==> src/rtl/intd_pkg.sv <==
package intd_pkg;

  // Decoded write strobes handed from the control module to the datapath.
  typedef struct packed {
    logic        ctrlWr;
    logic        setEn;
    logic        clrEn;
    logic        setPend;
    logic        clrPend;
    logic        prioWr;
    logic        cfgWr;
    logic [7:0]  idx;
    logic [31:0] data;
  } strobe_t;

endpackage

==> src/rtl/intd_arbiter.sv <==
module intd_arbiter #(
  parameter int NUM_IRQ = 64,
  localparam int ID_W = $clog2(NUM_IRQ)
) (
  input  logic [NUM_IRQ-1:0]   cand,
  input  logic [NUM_IRQ*8-1:0] prioFlat,
  output logic                 found,
  output logic [ID_W-1:0]      bestId,
  output logic [7:0]           bestPrio
);

  // Linear scan from line 0 upward; strict compare keeps the lower id on ties.
  always_comb begin
    found    = 1'b0;
    bestId   = '0;
    bestPrio = '1;
    for (int i = 0; i < NUM_IRQ; i++) begin
      if (cand[i] && (!found || prioFlat[i*8 +: 8] < bestPrio)) begin
        found    = 1'b1;
        bestId   = ID_W'(i);
        bestPrio = prioFlat[i*8 +: 8];
      end
    end
  end

endmodule

==> src/rtl/intd_ctrl.sv <==
module intd_ctrl
  import intd_pkg::*;
#(
  parameter int NUM_IRQ = 64
) (
  input  logic                 clk,
  input  logic                 rstN,
  input  logic                 regValid,
  input  logic                 regWrite,
  input  logic [15:0]          regAddr,
  input  logic [31:0]          regWdata,
  input  logic [NUM_IRQ-1:0]   enableVec,
  input  logic [NUM_IRQ-1:0]   pendVec,
  input  logic [NUM_IRQ*8-1:0] prioFlat,
  input  logic [NUM_IRQ-1:0]   cfgEdge,
  input  logic [1:0]           ctrlEn,
  output strobe_t              strb,
  output logic [31:0]          rdData,
  output logic                 rdValid
);

  localparam int NUM_WORDS  = NUM_IRQ / 32;
  localparam int PRIO_WORDS = NUM_IRQ / 4;
  localparam int CFG_WORDS  = NUM_IRQ / 16;

  logic        aligned;
  logic [31:0] enIdx, prioIdx, cfgIdx;
  logic        hitCtrl, hitType, hitEnS, hitEnC, hitPdS, hitPdC, hitPrio, hitCfg;
  logic        wrStrobe, rdStrobe;
  logic [31:0] rdWord;

  always_comb begin
    aligned = (regAddr[1:0] == 2'b00);
    enIdx   = {27'b0, regAddr[6:2]};
    prioIdx = {24'b0, regAddr[9:2]};
    cfgIdx  = {26'b0, regAddr[7:2]};
    hitCtrl = aligned && (regAddr[15:2] == 14'd0);
    hitType = aligned && (regAddr[15:2] == 14'd1);
    hitEnS  = aligned && (regAddr[15:7] == 9'd2) && (enIdx < NUM_WORDS);
    hitEnC  = aligned && (regAddr[15:7] == 9'd3) && (enIdx < NUM_WORDS);
    hitPdS  = aligned && (regAddr[15:7] == 9'd4) && (enIdx < NUM_WORDS);
    hitPdC  = aligned && (regAddr[15:7] == 9'd5) && (enIdx < NUM_WORDS);
    hitPrio = aligned && (regAddr[15:10] == 6'd1) && (prioIdx < PRIO_WORDS);
    hitCfg  = aligned && (regAddr[15:8] == 8'h0C) && (cfgIdx < CFG_WORDS);
    wrStrobe = regValid && regWrite;
    rdStrobe = regValid && !regWrite;
  end

  // Write strobes toward the datapath
  always_comb begin
    strb.ctrlWr  = wrStrobe && hitCtrl;
    strb.setEn   = wrStrobe && hitEnS;
    strb.clrEn   = wrStrobe && hitEnC;
    strb.setPend = wrStrobe && hitPdS;
    strb.clrPend = wrStrobe && hitPdC;
    strb.prioWr  = wrStrobe && hitPrio;
    strb.cfgWr   = wrStrobe && hitCfg;
    strb.idx     = hitPrio ? regAddr[9:2] :
                   hitCfg  ? {2'b0, regAddr[7:2]} : {3'b0, regAddr[6:2]};
    strb.data    = regWdata;
  end

  // Read multiplexer
  always_comb begin
    rdWord = '0;
    if (hitCtrl) rdWord = {30'b0, ctrlEn};
    if (hitType) rdWord = {27'b0, 5'(NUM_WORDS - 1)};
    for (int w = 0; w < NUM_WORDS; w++) begin
      if ((hitEnS || hitEnC) && enIdx == w) rdWord = enableVec[w*32 +: 32];
      if ((hitPdS || hitPdC) && enIdx == w) rdWord = pendVec[w*32 +: 32];
    end
    for (int w = 0; w < PRIO_WORDS; w++) begin
      if (hitPrio && prioIdx == w) rdWord = prioFlat[w*32 +: 32];
    end
    for (int w = 0; w < CFG_WORDS; w++) begin
      if (hitCfg && cfgIdx == w) begin
        for (int k = 0; k < 16; k++) rdWord[2*k+1] = cfgEdge[w*16 + k];
      end
    end
  end

  always_ff @(posedge clk) begin
    if (!rstN) begin
      rdData  <= '0;
      rdValid <= 1'b0;
    end else begin
      rdValid <= rdStrobe;
      if (rdStrobe) rdData <= rdWord;
    end
  end

endmodule

==> src/rtl/intd_datapath.sv <==
module intd_datapath
  import intd_pkg::*;
#(
  parameter int NUM_IRQ = 64,
  localparam int ID_W = $clog2(NUM_IRQ)
) (
  input  logic                 clk,
  input  logic                 rstN,
  input  strobe_t              strb,
  input  logic [NUM_IRQ-1:0]   irqIn,
  output logic [NUM_IRQ-1:0]   enableVec,
  output logic [NUM_IRQ-1:0]   pendVec,
  output logic [NUM_IRQ*8-1:0] prioFlat,
  output logic [NUM_IRQ-1:0]   cfgEdge,
  output logic [1:0]           ctrlEn,
  output logic                 irqValid,
  output logic [ID_W-1:0]      irqId,
  output logic [7:0]           irqPrio
);

  localparam int NUM_WORDS  = NUM_IRQ / 32;
  localparam int PRIO_WORDS = NUM_IRQ / 4;
  localparam int CFG_WORDS  = NUM_IRQ / 16;

  logic [NUM_IRQ-1:0] pendLatch, irqPrev, riseVec;
  logic [NUM_IRQ-1:0] enSetM, enClrM, pdSetM, pdClrM;
  logic               found;
  logic [ID_W-1:0]    bestId;
  logic [7:0]         bestPrio;

  // Expand word-wide alias writes to full-width masks
  always_comb begin
    enSetM = '0;
    enClrM = '0;
    pdSetM = '0;
    pdClrM = '0;
    for (int w = 0; w < NUM_WORDS; w++) begin
      if (strb.idx == 8'(w)) begin
        if (strb.setEn)   enSetM[w*32 +: 32] = strb.data;
        if (strb.clrEn)   enClrM[w*32 +: 32] = strb.data;
        if (strb.setPend) pdSetM[w*32 +: 32] = strb.data;
        if (strb.clrPend) pdClrM[w*32 +: 32] = strb.data;
      end
    end
  end

  assign riseVec = irqIn & ~irqPrev;
  // Level lines follow their input; edge lines show only the latch
  assign pendVec = pendLatch | (irqIn & ~cfgEdge);

  always_ff @(posedge clk) begin
    if (!rstN) begin
      enableVec <= '0;
      pendLatch <= '0;
      irqPrev   <= '0;
    end else begin
      irqPrev   <= irqIn;
      enableVec <= (enableVec | enSetM) & ~enClrM;
      // Hardware edge capture is applied after the clear so it is never lost
      pendLatch <= (pendLatch & ~pdClrM) | pdSetM | (riseVec & cfgEdge);
    end
  end

  always_ff @(posedge clk) begin
    if (!rstN) begin
      prioFlat <= '0;
      cfgEdge  <= '0;
      ctrlEn   <= '0;
    end else begin
      if (strb.ctrlWr) ctrlEn <= strb.data[1:0];
      for (int w = 0; w < PRIO_WORDS; w++) begin
        if (strb.prioWr && strb.idx == 8'(w)) prioFlat[w*32 +: 32] <= strb.data;
      end
      for (int w = 0; w < CFG_WORDS; w++) begin
        if (strb.cfgWr && strb.idx == 8'(w)) begin
          for (int k = 0; k < 16; k++) cfgEdge[w*16 + k] <= strb.data[2*k+1];
        end
      end
    end
  end

  intd_arbiter #(.NUM_IRQ(NUM_IRQ)) uArb (
    .cand     (enableVec & pendVec),
    .prioFlat (prioFlat),
    .found    (found),
    .bestId   (bestId),
    .bestPrio (bestPrio)
  );

  always_comb begin
    irqValid = found && (ctrlEn != 2'b00);
    irqId    = irqValid ? bestId : '0;
    irqPrio  = irqValid ? bestPrio : '0;
  end

endmodule

==> src/rtl/intd_regbank.sv <==
module intd_regbank
  import intd_pkg::*;
#(
  parameter int NUM_IRQ = 64,
  localparam int ID_W = $clog2(NUM_IRQ)
) (
  input  logic               clk,
  input  logic               rstN,
  input  logic               regValid,
  input  logic               regWrite,
  input  logic [15:0]        regAddr,
  input  logic [31:0]        regWdata,
  output logic [31:0]        rdData,
  output logic               rdValid,
  input  logic [NUM_IRQ-1:0] irqIn,
  output logic               irqValid,
  output logic [ID_W-1:0]    irqId,
  output logic [7:0]         irqPrio
);

  strobe_t              strb;
  logic [NUM_IRQ-1:0]   enableVec, pendVec, cfgEdge;
  logic [NUM_IRQ*8-1:0] prioFlat;
  logic [1:0]           ctrlEn;

  intd_ctrl #(.NUM_IRQ(NUM_IRQ)) uCtrl (
    .clk       (clk),
    .rstN      (rstN),
    .regValid  (regValid),
    .regWrite  (regWrite),
    .regAddr   (regAddr),
    .regWdata  (regWdata),
    .enableVec (enableVec),
    .pendVec   (pendVec),
    .prioFlat  (prioFlat),
    .cfgEdge   (cfgEdge),
    .ctrlEn    (ctrlEn),
    .strb      (strb),
    .rdData    (rdData),
    .rdValid   (rdValid)
  );

  intd_datapath #(.NUM_IRQ(NUM_IRQ)) uDp (
    .clk       (clk),
    .rstN      (rstN),
    .strb      (strb),
    .irqIn     (irqIn),
    .enableVec (enableVec),
    .pendVec   (pendVec),
    .prioFlat  (prioFlat),
    .cfgEdge   (cfgEdge),
    .ctrlEn    (ctrlEn),
    .irqValid  (irqValid),
    .irqId     (irqId),
    .irqPrio   (irqPrio)
  );

endmodule

==> config.mk <==
export PLATFORM = sky130hd
export DESIGN_NAME = intd_regbank
export DESIGN_NICKNAME = d
export VERILOG_FILES = /design/src/rtl/intd_pkg.sv /design/src/rtl/intd_arbiter.sv /design/src/rtl/intd_ctrl.sv /design/src/rtl/intd_datapath.sv /design/src/rtl/intd_regbank.sv
export SDC_FILE = /design/constraint.sdc
export NUM_CORES = 2
export LEC_CHECK = 0
export ABC_AREA = 1
export ABC_CLOCK_PERIOD_IN_PS = 165400
export BUFFER_PORTS_ARGS = -buffer_cell sky130_fd_sc_hd__buf_2
export CAP_MARGIN = 25
export CORE_MARGIN = 4
export CORE_UTILIZATION = 50
export DETAILED_ROUTE_END_ITERATION = 6
export PLACE_DENSITY = 0.69
export SYNTH_ARGS = -nofsm -noshare
export SYNTH_HDL_FRONTEND = slang
export SYNTH_SLANG_ARGS = --single-unit
==> constraint.sdc <==
create_clock -name clk -period 165.4 [get_ports clk]
set_input_delay 41.35 -clock clk [delete_from_list [all_inputs] [get_ports clk]]
set_output_delay 41.35 -clock clk [all_outputs]
set_load 0.01 [all_outputs]
== Word-level counts from Yosys, hierarchy flattened ==
Cells that the tools add are included.

* Flip-flop bits (word level): 803
* Bits of input ports: 116
* Output and inout port bits: 48
* Logic and storage cells: 707

* Order comparisons: 66
* Equal/unequal tests: 41
* Muxes and demuxes: 293
* Bitwise gates (word level): 14
* Reductions and logical operators: 267

{| class="wikitable"
|+ Operator list
! kind !! number
|-
| $mux 32 || 32
|-
| $mux 8 || 66
|-
| $lt 8x8->1 || 63
|-
| $and 64x64->64 || 6
|-
| $mux 6 || 64
|-
| $not 64->64 || 4
|-
| $or 64x64->64 || 4
|-
| $eq 8x4->1 const B || 17
|-
| $logic_and 1x1->1 || 131
|-
| $mux 1 || 129
|-
| $logic_not 32->1 || 3
|-
| $logic_or 1x1->1 || 65
|-
| $eq 8x3->1 const B || 8
|-
| $logic_not 1->1 || 64
|-
| $eq 8x2->1 const B || 4
|-
| $eq 9x2->1 const B || 2
|-
| $eq 9x3->1 const B || 2
|-
| $eq 8x1->1 const B || 2
|-
| $eq 14x1->1 const B || 1
|-
| $logic_not 14->1 || 1
|-
| $eq 6x1->1 const B || 2
|-
| $eq 6x2->1 const B || 2
|-
| $logic_not 8->1 || 1
|-
| $lt 8x5->1 const B || 1
|-
| other kinds (6) || 7
|}

== Longest topological paths before layout ==
* Depth in word-level cells: 259
* Mapped depth: 761
* Mapped depth without buffers: 699

== By module ==
A second synthesis with hierarchy kept.

* Cells, all modules: 9886
* Area, all modules: 58836.4 um^2

{| class="wikitable"
|+ By module, submodules not included
! module !! times used !! cells an instance !! area each (um^2) !! seq. area each (um^2)
|-
| intd_datapath || 1 || 4746 || 31672.9 || 15414.8
|-
| intd_arbiter || 1 || 3715 || 20146.8 || 0.0
|-
| intd_ctrl || 1 || 1425 || 7016.7 || 660.6
|}

== Worst setup path after synthesis ==
No wires, ideal clock.

* Kind: input-to-output
* Start point: input port irqIn[0]
* End point: output port irqPrio[1]
* Data arrival time: 118.328 ns
* Required time: 124.050 ns
* Slack: 5.722 ns
* Stages on the path: 631
* Path buffers: 63
* Cells stage by stage: a21oi_2 inv_2 nand2_4 nor2_1 ha_1 a21oi_1 o21a_2 nand2_2 nand2_4 nand2_4 buf_6 o21ai_0 ha_1 a21oi_1 nor2_1 a211oi_1 nand2_2 nand2_2 [... 595 more ...] nor2_1 a211oi_1 nand2_1 nand2_1 nand2_4 inv_8 buf_8 o21ai_2 inv_1 ha_1 a21oi_1 nor2_1 a211oi_1 nand2_2 nand2_4 buf_8 a21oi_1 nor2_1

* Cells in the longest elaborated chain, start to end: 258
* Elaborated cells between the ends (all ways): 385
* Classes of those cells: 63 x order compare; 129 x mux; 3 x bitwise; 190 x reduce/logical

{| class="wikitable"
|+ RTL lines
! element !! line !! RTL
|-
| start: declaration || intd_regbank.sv:15 || <nowiki>input logic [NUM_IRQ-1:0] irqIn,</nowiki>
|-
| $and 64x64->64 * || intd_datapath.sv:49 || <nowiki>assign pendVec = pendLatch | (irqIn & ~cfgEdge);</nowiki>
|-
| $or 64x64->64 * || intd_datapath.sv:49 ||
|-
| $and 64x64->64 * || intd_datapath.sv:83 || <nowiki>.cand (enableVec & pendVec),</nowiki>
|-
| $mux 8 or $mux 1 (tied branches) || intd_arbiter.sv:18 || <nowiki>if (cand[i] && (!found || prioFlat[i*8 +: 8] < bestPrio)) begin</nowiki>
|-
| $lt 8x8->1 or $logic_not 1->1 (tied branches) || intd_arbiter.sv:18 ||
|-
| $logic_or 1x1->1 || intd_arbiter.sv:18 ||
|-
| $logic_and 1x1->1 || intd_arbiter.sv:18 ||
|-
| $mux 8 or $mux 1 (tied branches) || intd_arbiter.sv:18 ||
|-
| [... 242 more ...] || -- ||
|-
| $logic_and 1x1->1 || intd_arbiter.sv:18 ||
|-
| $mux 8 or $mux 1 (tied branches) || intd_arbiter.sv:18 ||
|-
| $lt 8x8->1 or $logic_not 1->1 (tied branches) || intd_arbiter.sv:18 ||
|-
| $logic_or 1x1->1 || intd_arbiter.sv:18 ||
|-
| $logic_and 1x1->1 || intd_arbiter.sv:18 ||
|-
| $mux 1 || intd_arbiter.sv:18 ||
|-
| $logic_and 1x1->1 || intd_datapath.sv:91 || <nowiki>irqValid = found && (ctrlEn != 2'b00);</nowiki>
|-
| $mux 8 * || intd_datapath.sv:93 || <nowiki>irqPrio = irqValid ? bestPrio : '0;</nowiki>
|-
| end: declaration || intd_regbank.sv:18 || <nowiki>output logic [7:0] irqPrio</nowiki>
|}

Mark *: on every way between the ends. The rest lies on a longest branch, timed or not.

== Worst setup path after layout ==
Ends and elaborated chain as after synthesis.

==> flow_metrics.env <==
export IMPL_regArea_um2=16100
export IMPL_drc_errors=0
export IMPL_syn_to_final_growth_pct=12.2
export IMPL_cts_num_sinks=803
export IMPL_fin_ws_ps=5780
export IMPL_hold_path_class="flip-flop to flip-flop"
export IMPL_finalHoldViolations=0
export IMPL_fill_cells=10400
export IMPL_path_max_fanout=19
export IMPL_crit_top_cell="nand2_1"
export IMPL_layout_common_cells="nand2_1 (1594), inv_1 (956), a21oi_1 (861), dfxtp_1 (803), o21ai_0 (712)"
export IMPL_hpwlAfterDp_um=175000
export IMPL_dp_slack_ps=-4100
export IMPL_drive_gt1_share_pct=12.2
export IMPL_grt_pass1_vias=52400
export IMPL_cts_clk_slew_worst_paths_ps=60
export IMPL_yosys_most_used_dff="dfxtp_1"
export IMPL_cp_slowest_cell="ha_1"
export IMPL_fp_dieH_um=337
export IMPL_drt_first_pass_iters=7
export IMPL_cp_start_kind="primary input"
export IMPL_grt_pass1_wl_um=347000
export IMPL_outcome="finished clean"
export IMPL_peakVddDrop_mv=0.00849
export IMPL_yosys_warnings=0
export IMPL_whs_ps=465
export IMPL_cts_hold_buf=0
export IMPL_min_period_ps=159620
export IMPL_num_io_pins=164
export IMPL_timing_fmax_mhz=6.27
export IMPL_wl_per_cell_um=25.3
export IMPL_path_class="primary input to output port"
export IMPL_cts_tree="built"
export IMPL_critPathRequiredTime_ps=124050
export IMPL_power_density_nw_per_um2=7.24
export IMPL_htree_levels=3
export IMPL_cp_arrival_ps=118270
export IMPL_path_buf_inv=30
export IMPL_cp_slowest_stage_delay_ps=350
export IMPL_viasPerCell=6.15
export IMPL_synth_nets=8597
export IMPL_synth_largest_area_cell="dfxtp_1"
export IMPL_path_delay_family="simple AND/OR/NAND/NOR gates"
export IMPL_setup_viol=0
export IMPL_drt_antenna_violating_nets=0
export IMPL_async_flop_share_pct=0
export IMPL_layout_commonest_cell="nand2_1"
export IMPL_start_util_pct=50.4
export IMPL_final_nets=8554
export IMPL_fin_crit_sh_pct=96.5
export IMPL_worst_pin_slew_ps=1330
export IMPL_yosysUniqueCellTypes=57
export IMPL_slew_headroom_pct=11.3
export IMPL_postSynthAreaPerCell_um2=6.61
export IMPL_syn_area_um2=54000
export IMPL_port_buffers=163
export IMPL_antenna_found_initial=26
export IMPL_numCtsBuffers=93
export IMPL_vias=59200
export IMPL_syn_inst=8160
export IMPL_timing_max_cap_violations=0
export IMPL_routed_wl_um=243000
export IMPL_synth_area_leaders="dfxtp_1 (30%), nand2_1 (11%), o21ai_0 (8.7%)"
export IMPL_power_leakage_nw=25.9
export IMPL_die_width_um=337
export IMPL_num_rows=120
export IMPL_die_area_um2=113000
export IMPL_gp_congestion=1.02
export IMPL_clockRootBuffer="clkbuf_16"
export IMPL_synth_edff_count=0
export IMPL_core_area_um2=107000
export IMPL_cts_buffer_depth=3
export IMPL_maxSlewViolCount=0
export IMPL_ys_ff_latch=803
export IMPL_drt_initial_drc_count=8173
export IMPL_multi_input_area_um2=33400
export IMPL_seq_area_frac_synth_pct=29.8
export IMPL_fin_skew_ps=65.2
export IMPL_grt_overflow=0
export IMPL_end_kind="output port"
export IMPL_clkLatencyLatePin_ps=730
export IMPL_synth_top_area_share_pct=29.8
export IMPL_p_total_mw=0.438
export IMPL_grt_total_usage_pct=41.1
export IMPL_grt_max_degree=235
registers in the layout, summed over array words and instances (netlist names):
name	cells
uCtrl.rdData	32
uDp.irqPrev	64
uDp.pendLatch	64
uCtrl.rdValid	1
uDp.enableVec	64
uDp.prioFlat	512
uDp.cfgEdge	64
uDp.ctrlEn	2
synth_stat cells (2+ instances only):
cell type,instances
o2111a_1,2
a21oi_1,864
nand3b_1,3
nor4_1,31
inv_1,958
o2111ai_1,37
a211oi_1,208
a21oi_2,9
nand3_2,2
o21bai_1,58
a31oi_1,67
nand2_1,1635
o21ai_2,13
dfxtp_1,803
buf_1,4
o21ai_0,938
ha_1,321
o211ai_1,47
clkbuf_1,381
clkinv_1,16
a41oi_1,2
buf_6,14
nand2_2,192
buf_4,12
nand2_4,89
nor3_1,18
nand3_1,473
o22ai_1,31
a32oi_1,64
inv_2,29
nor2_1,647
a21boi_0,3
a221oi_1,22
or2_2,2
nand4_1,12
clkbuf_8,35
a311oi_1,64
buf_8,2
o221ai_1,34
worst register-to-register path, stage by stage (launching register included):
cell and delay (ps):
dfxtp_1 500, inv_1 100, a21oi_1 450, o22ai_1 170
a21oi_1 130, o21ai_0 160, a21oi_1 400, o211ai_1 270
a21oi_1 470, o221ai_1 360, a21oi_1 290, o21ai_0 300
a21oi_1 390, o21ai_0 280, a21oi_1 270, o21ai_0 190
a21oi_1 380, o211ai_1 370, a221oi_1 740, o2111ai_1 300
nand2_1 130, a21oi_1 60
cells by family after synthesis:
group	after synthesis	share of synthesized area (%)
simple gates	3111	25.2
compound gates	2469	26.4
buf+inv	1456	11.2
fa+ha+maj	321	7.44
flops	803	29.8
area by class of cell:
type                       instances  area share, %
timing repair buffer             307           3.64
antenna                           16         0.0661
sequential                       803           26.5
inverter                        1007           6.33
multi-input combinational       5905           55.1
clock inverter                    44           1.06
tap                             1403           2.90
clock buffer                     126           4.34
stage by stage:
stage	cell area, um^2	TNS [ps]	util (%)	cells
final	60600	0	56.6	9611
after global routing	60500	-7180	56.5	9597
after CTS	58700	0	54.8	9553
after detailed placement	55400	-56840	51.8	9383
after global placement	55200	-34440	51.6	9374
after floorplan	54000	0	-	8160
metal layers:
layer | global-route usage (%) | up-vias | wire [um] | share of wire (%)
li1 | - | 27500 | - | -
met1 | 54.9 | 27400 | 96000 | 40
met2 | 59.5 | 3567 | 99400 | 41
met3 | 10.1 | 696 | 30000 | 12
met4 | 25.1 | 10 | 17200 | 7.1
met5 | 0 | - | 66 | 0.027
path summary, 6_finish.rpt:
path	depth (start not counted)	slack [ps]	end	from
setup / recovery	587	5780	irqPrio[1]	irqIn[0]
hold reg to reg	2	470	uCtrl.rdData[26]	uCtrl.rdData[26]
hold / removal	2	470	uCtrl.rdData[26]	uCtrl.rdData[26]
setup reg to reg	21	158530	uCtrl.rdData[15]	uDp.cfgEdge[15]
where the power goes:
group          internal [mW]  leakage [nW]  total (mW)  switching (mW)
Clock                  0.128          1.59       0.223          0.0946
Combinational        0.00347          17.9      0.0209          0.0175
Sequential             0.194          6.48       0.194        0.000226
timing repair:
item                       CTS  global route
pin swaps                    0            26
gates cloned                 0             4
setup buffers                0            23
setup endpoints to repair   14            14
resized for setup          108           379
Note: power is estimated with default switching activity, not from simulation.
